### src/rtl/sflash_seq.sv
module sflash_seq #(
  parameter int MAXLEN = 256,
  parameter int GAP = 2,
  localparam int LW = $clog2(MAXLEN + 1)
) (
  input  logic          clk,
  input  logic          rst_n,
  input  logic          req_valid,
  output logic          req_ready,
  input  logic [7:0]    req_opcode,
  input  logic          req_has_addr,
  input  logic [31:0]   req_addr,
  input  logic [4:0]    req_dummy,
  input  logic [1:0]    req_lanes,
  input  logic [1:0]    req_kind,
  input  logic [LW-1:0] req_len,
  input  logic          req_slow,
  input  logic [7:0]    wr_data,
  input  logic          wr_valid,
  output logic          wr_ready,
  output logic [7:0]    rd_data,
  output logic          rd_valid,
  input  logic          rd_ready,
  input  logic          rd_stop,
  output logic          busy,
  output logic          done,
  output logic          err,
  output logic          sck,
  output logic          cs_n,
  output logic [3:0]    io_out,
  output logic [3:0]    io_oe,
  input  logic [3:0]    io_in
);
  localparam int GW = $clog2(GAP + 1);
  typedef enum logic [2:0] {IDLE, CMD, ADDR, DUMMY, DATA, GAPS} ph_t;

  ph_t ph, nxt;
  logic [31:0] sr, adr;
  logic [7:0] rx;
  logic [5:0] cnt;
  logic [2:0] bstep;
  logic [LW-1:0] blen;
  logic [1:0] lsh, kind;
  logic [4:0] dum;
  logic [GW-1:0] gcnt;
  logic has_a, slow, hcnt, need, got;

  wire wr = kind == 2'b10;
  wire rd = kind == 2'b01;
  wire active = ph inside {CMD, ADDR, DUMMY, DATA};
  wire [2:0] spb1 = 3'((8 >> lsh) - 1);
  wire [1:0] wsh = (ph == CMD) ? 2'd0 : lsh;
  wire [2:0] sw = 3'(1 << wsh);
  wire [3:0] lmask = (lsh == 2'd0) ? 4'b0001 : (lsh == 2'd1) ? 4'b0011 : 4'b1111;
  wire [7:0] rx_n = (lsh == 2'd0) ? {rx[6:0], io_in[1]} :
                    (lsh == 2'd1) ? {rx[5:0], io_in[1:0]} : {rx[3:0], io_in};

  wire bnd   = ph == DATA && rd && got && !sck && !hcnt && bstep == spb1;
  wire stall = need || (bnd && rd_valid && !rd_ready);
  wire stop  = bnd && !stall && rd_stop;
  wire tick  = hcnt == slow;
  wire adv   = active && !stall && !stop;
  wire rise  = adv && tick && !sck;
  wire fall  = adv && tick && sck;
  wire fin   = stop || (fall && ((ph == DATA && wr && bstep == 3'd0 && blen == LW'(1)) ||
                                 (ph != DATA && cnt == 6'd0 && nxt == GAPS)));

  assign req_ready = ph == IDLE;
  assign busy = ph != IDLE;
  assign wr_ready = need;
  assign io_out = cs_n ? 4'b0000 :
                  (wsh == 2'd0) ? {3'b000, sr[31]} :
                  (wsh == 2'd1) ? {2'b00, sr[31:30]} : sr[31:28];

  always_comb begin
    if (cs_n) io_oe = 4'b0000;
    else if (ph == CMD) io_oe = 4'b0001;
    else if (ph == ADDR || (ph == DATA && wr)) io_oe = lmask;
    else io_oe = (lsh == 2'd0) ? 4'b0001 : 4'b0000;
  end

  always_comb begin
    nxt = GAPS;
    if (ph == CMD && has_a) nxt = ADDR;
    else if ((ph == CMD || ph == ADDR) && dum != 5'd0) nxt = DUMMY;
    else if (ph != DATA && (rd || wr)) nxt = DATA;
  end

  always_ff @(posedge clk or negedge rst_n) begin
    if (!rst_n) begin
      ph <= IDLE; sr <= '0; adr <= '0; rx <= '0; cnt <= '0; bstep <= '0; blen <= '0;
      lsh <= '0; kind <= '0; dum <= '0; gcnt <= '0; has_a <= 1'b0; slow <= 1'b0;
      hcnt <= 1'b0; need <= 1'b0; got <= 1'b0; sck <= 1'b0; cs_n <= 1'b1;
      rd_data <= '0; rd_valid <= 1'b0; done <= 1'b0; err <= 1'b0;
    end else begin
      done <= 1'b0;
      err <= 1'b0;
      if (rd_valid && rd_ready) rd_valid <= 1'b0;
      if (need && wr_valid) begin
        sr <= {wr_data, 24'd0};
        need <= 1'b0;
      end
      if (adv) hcnt <= tick ? 1'b0 : 1'b1;
      case (ph)
        IDLE: if (req_valid) begin
          if (req_kind == 2'b10 && (req_len == '0 || int'(req_len) > MAXLEN)) err <= 1'b1;
          else begin
            ph <= CMD; cs_n <= 1'b0; sr <= {req_opcode, 24'd0}; cnt <= 6'd7; hcnt <= 1'b0;
            adr <= req_addr; has_a <= req_has_addr; dum <= req_dummy; kind <= req_kind;
            blen <= req_len; slow <= req_slow;
            lsh <= (req_lanes == 2'b00) ? 2'd0 : (req_lanes == 2'b01) ? 2'd1 : 2'd2;
          end
        end
        GAPS: if (gcnt == '0) ph <= IDLE; else gcnt <= gcnt - 1'b1;
        default:
          if (fin) begin
            cs_n <= 1'b1; sck <= 1'b0; ph <= GAPS; gcnt <= GW'(GAP - 1); done <= 1'b1;
          end else if (rise) begin
            sck <= 1'b1;
            if (ph == DATA && rd) rx <= rx_n;
          end else if (fall) begin
            sck <= 1'b0;
            if (ph == DATA) begin
              sr <= sr << sw;
              if (bstep != 3'd0) bstep <= bstep - 3'd1;
              else begin
                bstep <= spb1;
                if (wr) begin
                  blen <= blen - 1'b1;
                  need <= 1'b1;
                end else begin
                  rd_data <= rx; rd_valid <= 1'b1; got <= 1'b1;
                end
              end
            end else if (cnt != 6'd0) begin
              sr <= sr << sw;
              cnt <= cnt - 6'd1;
            end else begin
              ph <= nxt;
              case (nxt)
                ADDR:  begin sr <= adr; cnt <= 6'((32 >> lsh) - 1); end
                DUMMY: begin sr <= '0; cnt <= 6'(dum) - 6'd1; end
                default: begin sr <= '0; bstep <= spb1; need <= wr; got <= 1'b0; end
              endcase
            end
          end
      endcase
    end
  end

  a_r10_cs_gap: assert property (@(posedge clk) disable iff (!rst_n) $rose(cs_n) |=> cs_n);
  a_r1_sck_idle_low: assert property (@(posedge clk) disable iff (!rst_n) cs_n |-> !sck);
  a_r1_out_steady_at_rise: assert property (@(posedge clk) disable iff (!rst_n)
    $rose(sck) |-> $stable(io_out));
  a_r4_rd_hold: assert property (@(posedge clk) disable iff (!rst_n)
    rd_valid && !rd_ready |=> rd_valid && $stable(rd_data));
  a_r6_clock_waits_for_wr: assert property (@(posedge clk) disable iff (!rst_n) wr_ready |-> !sck);
  a_r7_reject_no_cs: assert property (@(posedge clk) disable iff (!rst_n) err |-> cs_n && !busy);
endmodule

### config.mk
export PLATFORM = sky130hd
export DESIGN_NAME = sflash_seq
export DESIGN_NICKNAME = d
export VERILOG_FILES = /design/src/rtl/sflash_seq.sv
export SDC_FILE = /design/constraint.sdc
export NUM_CORES = 1
export LEC_CHECK = 0
export ABC_CLOCK_PERIOD_IN_PS = 3500
export BUFFER_PORTS_ARGS = -buffer_cell sky130_fd_sc_hd__buf_2
export CAP_MARGIN = 0
export CORE_MARGIN = 10
export CORE_UTILIZATION = 63
export DETAILED_ROUTE_END_ITERATION = 6
export GPL_ROUTABILITY_DRIVEN = 1
export PLACE_DENSITY = 0.86
export RECOVER_POWER = 25
export SYNTH_ARGS = -nofsm -noshare
export SYNTH_HDL_FRONTEND = slang
export SYNTH_SLANG_ARGS = --single-unit
### constraint.sdc
create_clock -name clk -period 3.5 [get_ports clk]
set_input_delay 0.525 -clock clk [delete_from_list [all_inputs] [get_ports clk]]
set_output_delay 0.525 -clock clk [all_outputs]
set_load 0.01 [all_outputs]
== Yosys cells after proc, flatten, opt, wreduce, memory -nomap -nowiden ==
Index checks and enable logic that the tools add are counted.
Cells by class
  add/sub/neg operators: 7
  magnitude comparators: 1
  equal/unequal tests: 33
  shift-type cells: 4
  mux-type cells: 101
  bitwise logic cells: 8
  reductions and logical operators: 72
Operator list (number)
  two-way mux 32 bit: 9
  two-way mux 9 bit: 8
  case mux 32 bit (2 select lines): 1
  two-way mux 3 bit: 14
  two-way mux 6 bit: 7
  two-way mux 1 bit: 41
  two-way mux 4 bit: 8
  << shifter 32 x 3 -> 32 bit: 1
  logical AND 1 bit: 26
  case mux 6 bit (2 select lines): 2
  != test 2 bit (second input constant): 11
  case mux 9 bit (2 select lines): 1
  two-way mux 8 bit: 2
  AND reduction 8 bit: 2
  AND reduction 7 bit: 2
  == test 3 x 2 -> 1 bit (second input constant): 4
  nonzero test 4 bit: 3
  two-way mux 2 bit: 5
  nonzero test 2 bit: 5
  == test 3 bit (second input constant): 3
  == test 9 x 1 -> 1 bit (second input constant): 1
  > comparator 9 bit (second input constant): 1
  logical NOT 9 bit: 1
  AND reduction 9 bit: 1
  36 further kinds: 67
Storage, ports and cells
  flip-flop bits (word level): 122
  input bits: 78

== Logic depth before layout (Yosys ltp) ==
Gate-level depths: netlist of the first run.
  depth after elaboration: 20
  depth in mapped cells: 12
  gate-level depth less buffers: 9

== Least setup slack after synthesis of the first run ==
No wires, ideal clock.
  path kind: register to output
  start: register ph[0]
  end: output io_out[1]
  data arrival time: 1.993 ns
  path slack: 0.982 ns
  stages on the path, launching flop included: 7
  cells stage by stage: dfrtp_1 nor3b_1 buf_2 nor2_2 buf_2 mux2_2 nor3b_1
On the way
  word-level cells in the longest chain between the ends: 6
Ends and longest elaborated chain
  from (decl): RTL line 37  | ph_t ph, nxt;
  from (signal assigned): RTL line 139  | ph <= nxt;
  == test 3 x 1 -> 1 bit (*): RTL line 52  | wire [1:0] wsh = (ph == CMD) ? 2'd0 : lsh;
  two-way mux 2 bit (*): RTL line 52
  == test 2 x 1 -> 1 bit: RTL line 73  | (wsh == 2'd1) ? {2'b00, sr[31:30]} : sr[31:28];
  two-way mux 4 bit: RTL line 73
  two-way mux 4 bit (*): RTL line 72  | (wsh == 2'd0) ? {3'b000, sr[31]} :
  two-way mux 4 bit (*): RTL line 71  | assign io_out = cs_n ? 4'b0000 :
  to (decl): RTL line 30  | output logic [3:0] io_out,
Mark *: on every way between the ends. The rest lies on a longest branch, timed or not.

== Worst setup path in the final report of the first run ==
  start: register lsh[0]
  end: output io_out[1]
On the way
  word-level cells in the longest chain between the ends: 5
Ends and longest elaborated chain
  from (decl): RTL line 43  | logic [1:0] lsh, kind;
  from (signal assigned): RTL line 111  | lsh <= (req_lanes == 2'b00) ? 2'd0 : (req_lanes == 2'b01) ? 2'd1 : 2'd2;
  two-way mux 2 bit (*): RTL line 52
  == test 2 x 1 -> 1 bit: RTL line 73
  two-way mux 4 bit: RTL line 73
  two-way mux 4 bit (*): RTL line 72
  two-way mux 4 bit (*): RTL line 71
Marked as above.

==> metrics.md, run 1 <==
| Metric | Value |
|---|---|
| Commonest non-fill, non-tap cell in the layout | nand2_1 |
| Area grow syn2layout | 16.19% |
| Clock sink count | around 120 |
| CTS H-tree lvls | 4 |
| Routability cong. | between 0.9 and 1 |
| I/O Pins | 102 |
| Die X | 129.1 µm |
| Most frequent cells in the layout | 175 x nand2_1, 121 x dfrtp_1, 100 x buf_2, 75 x o21ai_0, 61 x a21oi_1 |
| Sw frac | 0.4651 |
| Syn Std Cell Area | ~7500 µm² |
| Status | finished, violations left |
| R2r setup slk | between 500 and 600 ps |
| Worst-path cell chain | buf_4 > nand2b_1 > nor2_2 > mux2_2 > nor3b_1 > buf_2 |
| # rows | 39 |
| Fin. Hold Viols | 0 |
| DRC | 0 |
| Grt ovf | 0 |
| Clock power share | 0.193 |
| Vias in the first global route | between 6,000 and 7,000 |
| PostCTS Resize Cnt | 0 |
| Post-CTS Setup Inserts | 0 |
| Worst skew pair latency | between 400 and 500 ps |
| Largest net degree at the start of global routing | 51 |
| Post-Route WL | between 20 and 25 mm |
| FFs w/ async S/R, synth | 1.000 |
| Worst Setup End Kind | output pin |
| Normalized max-slew margin | -0.8363 |
| CTS tree | done |
| Yosys warns | 0 |
| Clock tree buffer depth | 2 |
| Via density | 6.471 |
| Die ar. | between 15,000 and 20,000 µm² |
| Violated checks | capacitance limit, slew limit |
| Die Height | 129.1 µm |
| GRT Resource Usage Total | 0.2649 |
| Placed Cells | ~1,100 |
| Setup WS post-layout | around 530 ps |
| Slew @ Worst Pin | 2754 ps |
| Slowest CP cell | dfrtp_1 |
| Met2 GRT Util | 0.3808 |
| Buf/Inv on CP | 2 |
| Antenna fix cells | 0 |
| Average wire per standard cell | around 20 µm |
| Fmax | roughly 340 MHz |
| Mapped Nets | between 900 and 1,000 |
| FILL cells | about 840 |
| Logic pwr share | 0.504 |
| Share of cells above drive strength 1 | 0.2163 |
| CTS Root Cell | clkbuf_16 |
| Total number of vias | between 7,000 and 8,000 |
| Cells after Synth | 880 |
| First-pass GRT wire length | between 30 and 40 mm |
| Tmin final | slightly below 3000 ps |
| Initial core utilization | 0.6511 |
| CTS Hold Buffers Added | 0 |
| RSZ-0062 raised after global routing | no |
| Crit Path Category | flop to output pin |
| Initial antenna violation count | 0 |
| Req. time, crit path | just under 3000 ps |
| Clk_skew | between 7 and 8 ps |
| Non-Filler Instances | about 1,100 |
| Met3 Usage GRT | 0.08931 |
| Syn_area_per_cell | 8.521 µm² |
| P_sw | ~3.9 mW |
| Routing usage on met1 | 0.3651 |
| Max FO, Critical Path | 22 |
| Total chip power | about 8.4 mW |
| Drt pass-1 iters | 6 |
| Seq pwr share | 0.302 |
| Leak | 4.040 nW |
| IO buf count | approximately 100 |
| EDFF count, synth | 0 |
| Post-DP HPWL | 15.22 mm |
| Yosys cell types | just under 80 |
| DP Worst Slack | ~640 ps |
| Total core area | 11,520 µm² |
| CTS buffer count | 17 |
| Gr busiest metal | met2 |
| ANT nets after route | 0 |
| Max Cap Viol | 1 |
| Internal power | 4.505 mW |
| Final nets | around 1,100 |
| Hold Crit Class | input port to flop |
| VDD IR max | approximately 0.58 mV |
| CP top delay family | flip-flops |
| P per Cell Area | slightly below 1000 nW/µm² |
| Fin crit share | 0.8486 |
| Crit path arrival time | between 2000 and 2500 ps |
| Critical path launch point type | flop |
| Top FF cell, synth | dfrtp_1 |
| Total negative slack | 0 ps |
| Register area share after synthesis | 0.4073 |
| #FFs+latches synth | approximately 120 |
| Crit-path max cell delay | approximately 740 ps |
| Pins Over Slew Limit | 50 |
| Final setup vio count | 0 |
| Final Hold Slack | 278.0 ps |
| Initial DRC Count | between 900 and 1,000 |
| Worst-path clk slew | roughly 60 ps |
cells in the mapped netlist, types with 9 or more instances:
cell,instances,area (µm²)
nand2_1,175,656.9
dfrtp_1,121,3028
o21ai_0,75,375.4
nor2_1,62,232.7
a21oi_1,61,305.3
clkbuf_1,43,161.4
mux2i_1,40,400.4
nand3_1,33,165.2
mux2_2,25,281.5
inv_1,21,78.83
a22o_1,17,148.9
nor3_1,11,55.05
buf_2,10,50.05
o211ai_1,10,75.07
a41oi_1,9,78.83
ha_1,9,112.6
stage by stage:
| stage | util | cell area [µm²] |
|---|---|---|
| after floorplan | - | 7498 |
| after CTS | 0.7568 | 8716 |
| after global placement | 0.7098 | 8174 |
| after global routing | 0.7565 | 8712 |
| after detailed placement | 0.7098 | 8174 |
| final | 0.7565 | 8712 |
power by group through the flow:
stage / registers [mW] / logic, mW / clock network (mW)
finish: 2.55 / 4.25 / 1.63
detailed placement: 2.54 / 4.13 / 0
global route: 2.61 / 4.68 / 1.70
CTS: 2.52 / 4.16 / 1.63
global placement: 2.52 / 4.00 / 0
floorplan: 2.30 / 3.19 / 0
flip-flops by register name (all words and copies together) (netlist names), 5 cells and up:
| register | cells |
|---|---|
| adr | 32 |
| blen | 9 |
| cnt | 6 |
| dum | 5 |
| rd_data | 8 |
| rx | 8 |
| sr | 32 |
cell type report:
| type | instances | area [µm²] | area share |
|---|---|---|---|
| timing repair buffer | 128 | 732.0 | 0.08402 |
| inverter | 22 | 82.58 | 0.009479 |
| clock inverter | 15 | 116.4 | 0.01336 |
| sequential | 122 | 3054 | 0.3506 |
| clock buffer | 17 | 425.4 | 0.04883 |
| multi-input combinational | 676 | 4123 | 0.4732 |
| tap | 143 | 178.9 | 0.02054 |
kinds of logic after synthesis:
kind of cell	after synthesis	share of synthesized area
xor+xnor	9	0.01051
simple gates	342	0.2081
buf+inv	82	0.04522
flops	122	0.4073
fa+ha+maj	9	0.01502
mux	65	0.09094
compound gates	251	0.2229
worst paths after layout:
path | cells after the start | endpoint | from
setup / recovery | 6 | io_out[1] | lsh[0]
hold / removal | 3 | adr[20] | req_addr[20]
setup reg to reg | 10 | sr[10] | dum[0]
hold reg to reg | 2 | adr[22] | adr[22]
max in group asynchronous | 2 | sr[23] | rst_n
min in group asynchronous | 1 | dum[2] | rst_n
metal layers:
metal	up-vias	wire length (µm)
li1	3337	-
met3	50	2491
met5	-	0
met1	3454	9551
met2	426	9429
met4	0	452
worst register-to-register path, delay by kind of cell (launching register included):
family / cells / cell delay (ps)
DFF: 1 / 400
adders and majority gates: 1 / 220
and+or+nand+nor: 2 / 760
buffers and inverters: 2 / 380
AOI/OAI and AO/OA: 5 / 1120
No activity file was read; power rests on OpenSTA's default activity.
==> run 2, diff against run 1 <==
--- a/config.mk
+++ b/config.mk
@@ -5,14 +5,14 @@
 export SDC_FILE = /design/constraint.sdc
 export NUM_CORES = 1
 export LEC_CHECK = 0
-export ABC_CLOCK_PERIOD_IN_PS = 3500
+export ABC_CLOCK_PERIOD_IN_PS = 2400
 export BUFFER_PORTS_ARGS = -buffer_cell sky130_fd_sc_hd__buf_2
 export CAP_MARGIN = 0
 export CORE_MARGIN = 10
-export CORE_UTILIZATION = 63
+export CORE_UTILIZATION = 53
 export DETAILED_ROUTE_END_ITERATION = 6
 export GPL_ROUTABILITY_DRIVEN = 1
-export PLACE_DENSITY = 0.86
+export PLACE_DENSITY = 0.77
 export RECOVER_POWER = 25
 export SYNTH_ARGS = -nofsm -noshare
 export SYNTH_HDL_FRONTEND = slang
==> constraint.sdc (replaced) <==
create_clock -name clk -period 2.4 [get_ports clk]
set_input_delay 0.36 -clock clk [delete_from_list [all_inputs] [get_ports clk]]
set_output_delay 0.36 -clock clk [all_outputs]
set_load 0.01 [all_outputs]
==> metrics.md, run 2 (synthesis results as in run 1) <==
| Metric | Value |
|---|---|
| Commonest non-fill, non-tap cell in the layout | nand2_1 |
| Largest net degree at the start of global routing | 69 (+35%) |
| P per Cell Area | 1497 nW/µm² (+55%) |
| Initial core utilization | 0.5402 (-0.1109) |
| Crit path arrival time | 2800 ps (+350 ps) |
| CTS tree | done |
| Area grow syn2layout | 32.54% |
| CTS Root Cell | clkbuf_16 |
| DRC | 0 (unchanged) |
| Total chip power | 14.88 mW (+77%) |
| Status | finished, violations left |
| IO buf count | 101 (unchanged) |
| Final setup vio count | 14 (+14) |
| # rows | 43 (+10%) |
| Pins Over Slew Limit | 0 (-100%) |
| Hold path startpoint | req_addr[13] |
| Setup WS post-layout | -41.79 ps (-571.7 ps) |
| GRT Resource Usage Total | 0.2368 (-0.02805) |
| Placed Cells | 1,180 (+8.2%) |
| Via density | 6.268 (-3.1%) |
| Die ar. | 19,310 µm² (+16%) |
| Clock sink count | 122 (unchanged) |
| Initial antenna violation count | 0 (unchanged) |
| Total number of vias | 7,797 (+7.3%) |
| Slowest CP cell | dfrtp_1 |
| Req. time, crit path | 2760 ps (-210 ps) |
| Total core area | 13,880 µm² (+21%) |
| Die X | 138.9 µm (+7.6%) |
| Final nets | 1,138 (+8.0%) |
| Slew @ Worst Pin | 939.3 ps (-1815 ps) |
| Crit Path Category | flop to flop |
| Max Cap Viol | 0 (-1) |
| ANT nets after route | 0 (unchanged) |
| Grt ovf | 0 (unchanged) |
| Drt pass-1 iters | 6 (unchanged) |
| Violated checks | setup timing |
| Routability cong. | 0.9360 (-5.5%) |
| Worst Setup End Kind | flop |
| Crit-path max cell delay | 390 ps (-350 ps) |
| Reg2reg start | dum[0] |
| Fmax | between 400 and 500 MHz |
| Total negative slack | -347.8 ps (-347.8 ps) |
| Critical Path Source | dum[0] |
| Hold Crit Class | input port to flop |
| Most frequent cells in the layout | 174 x nand2_1, 116 x dfrtp_1, 99 x buf_2, 81 x buf_4, 73 x o21ai_0 |
| Leak | 4.602 nW (+14%) |
| Dpl cell area | 8711 µm² (+6.6%) |
| Post-Route WL | 24.99 mm (+14%) |
| R2r setup slk | -40 ps (-600 ps) |
| Antenna fix cells | 0 (unchanged) |
| VDD IR max | 0.8906 mV (+53%) |
| First-pass GRT wire length | 38.13 mm (+7.5%) |
| RSZ-0062 raised after global routing | yes |
| Vias in the first global route | 7,277 (+5.1%) |
| Worst-path clk slew | 60 ps (about the same) |
| Normalized max-slew margin | 0.3738 (+1.210) |
| Initial DRC Count | 1,019 (+2.8%) |
| CTS H-tree lvls | 4 (unchanged) |
| Final Hold Slack | 117.6 ps (-160.4 ps) |
| Tmin final | around 2400 ps |
| Worst-path cell chain | inv_2 > ha_4 > nor4b_4 > buf_4 > o32ai_4 > o22ai_2 > buf_4 > nor2_2 > o21a_2 > a21oi_4 > clkbuf_16 > a22o_1 |
| Non-Filler Instances | 1,244 (+11%) |
| Critical Path Most Common Cell | buf_4 |
| Biggest regs | adr: 32 flops, sr: 32 flops, blen: 9 flops |
| Die Height | 138.9 µm (+7.6%) |
| Fin. Hold Viols | 0 (unchanged) |
| Final Cell Area | 9938 µm² (+14%) |
| Post-DP HPWL | 16.15 mm (+6.1%) |
| Clock tree buffer depth | 2 (unchanged) |
| Critical path launch point type | flop |
| Average wire per standard cell | 20.09 µm (+2.9%) |
| I/O Pins | 102 (unchanged) |
| Fin crit share | 1.017 |
| Clk_skew | 11.38 ps (+3.440 ps) |
| Max FO, Critical Path | 5 (-77%) |
| Worst skew pair latency | 430 ps (about the same) |
| CTS buffer count | 17 (unchanged) |
| Share of cells above drive strength 1 | 0.3083 (+0.09194) |
[run 2: cell count changes in the layout (fill, tap and decap cells not counted), sizes merged]
cell / change
dlygate4sd3: +1
clkinv: -1
clkbuf: +5
bufinv: +4
inv: -5
clkdlybuf4s15: +1
buf: +76
a32o: +2
clkinvlp: +1
[run 2: worst paths after layout]
kind | end | cells past startpoint
worst max-delay path | sr[4] | 12
worst min-delay path | adr[13] | 3
worst max register to register | sr[4] | 12
worst min register to register | adr[19] | 2
max in group asynchronous | lsh[1] | 3
min in group asynchronous | blen[5] | 2
[run 2: final cells by class]
class	count	area (µm²)
inverter	22	82.58
sequential	122	3060
clock inverter	14	196.4
clock buffer	18	429.2
multi-input combinational	678	4388
fill	1021	3943
timing repair buffer	210	1556
tap	180	225.2
[run 2: critical path, delay by kind of cell (launching register included)]
kind	cells	cell delay, ps
compound gates	5	950
fa+ha+maj	1	150
buf+inv	4	640
flops	1	390
simple gates	2	230
[run 2: what timing repair did]
action,CTS,global route
pin swaps,7,23
endpoints found under the hold margin,29,0
gates cloned,1,5
setup endpoints to repair,32,61
buffers inserted,9,18
hold buffers,1,0
gates resized for setup,13,56
[run 2: where the power goes]
| part | leakage [nW] | internal [mW] | total (mW) | switching [mW] |
|---|---|---|---|---|
| sequential | 1.54 | 2.85 | 3.64 | 0.794 |
| combinational | 2.76 | 3.87 | 8.49 | 4.62 |
| clock | 0.297 | 1.74 | 2.74 | 1.00 |
| total | 4.60 | 8.46 | 14.9 | 6.41 |
[run 2: layer usage]
metal | global-route usage | vias up | routed length [µm]
met3 | 0.06301 | 72 | 2452
met2 | 0.3447 | 488 | 11080
li1 | - | 3525 | -
met5 | 0 | - | 0
met4 | 0.06260 | 0 | 549
met1 | 0.3384 | 3712 | 10920
[run 2: through the flow]
| stage | util | setup slack [ps] |
|---|---|---|
| CTS | 0.6821 | -0.8575 |
| finish | 0.7160 | -41.79 |
| floorplan | - | 0.1446 |
| detailed placement | 0.6275 | -59.80 |
| global placement | 0.6275 | 22.10 |
| global route | 0.7160 | -105.7 |
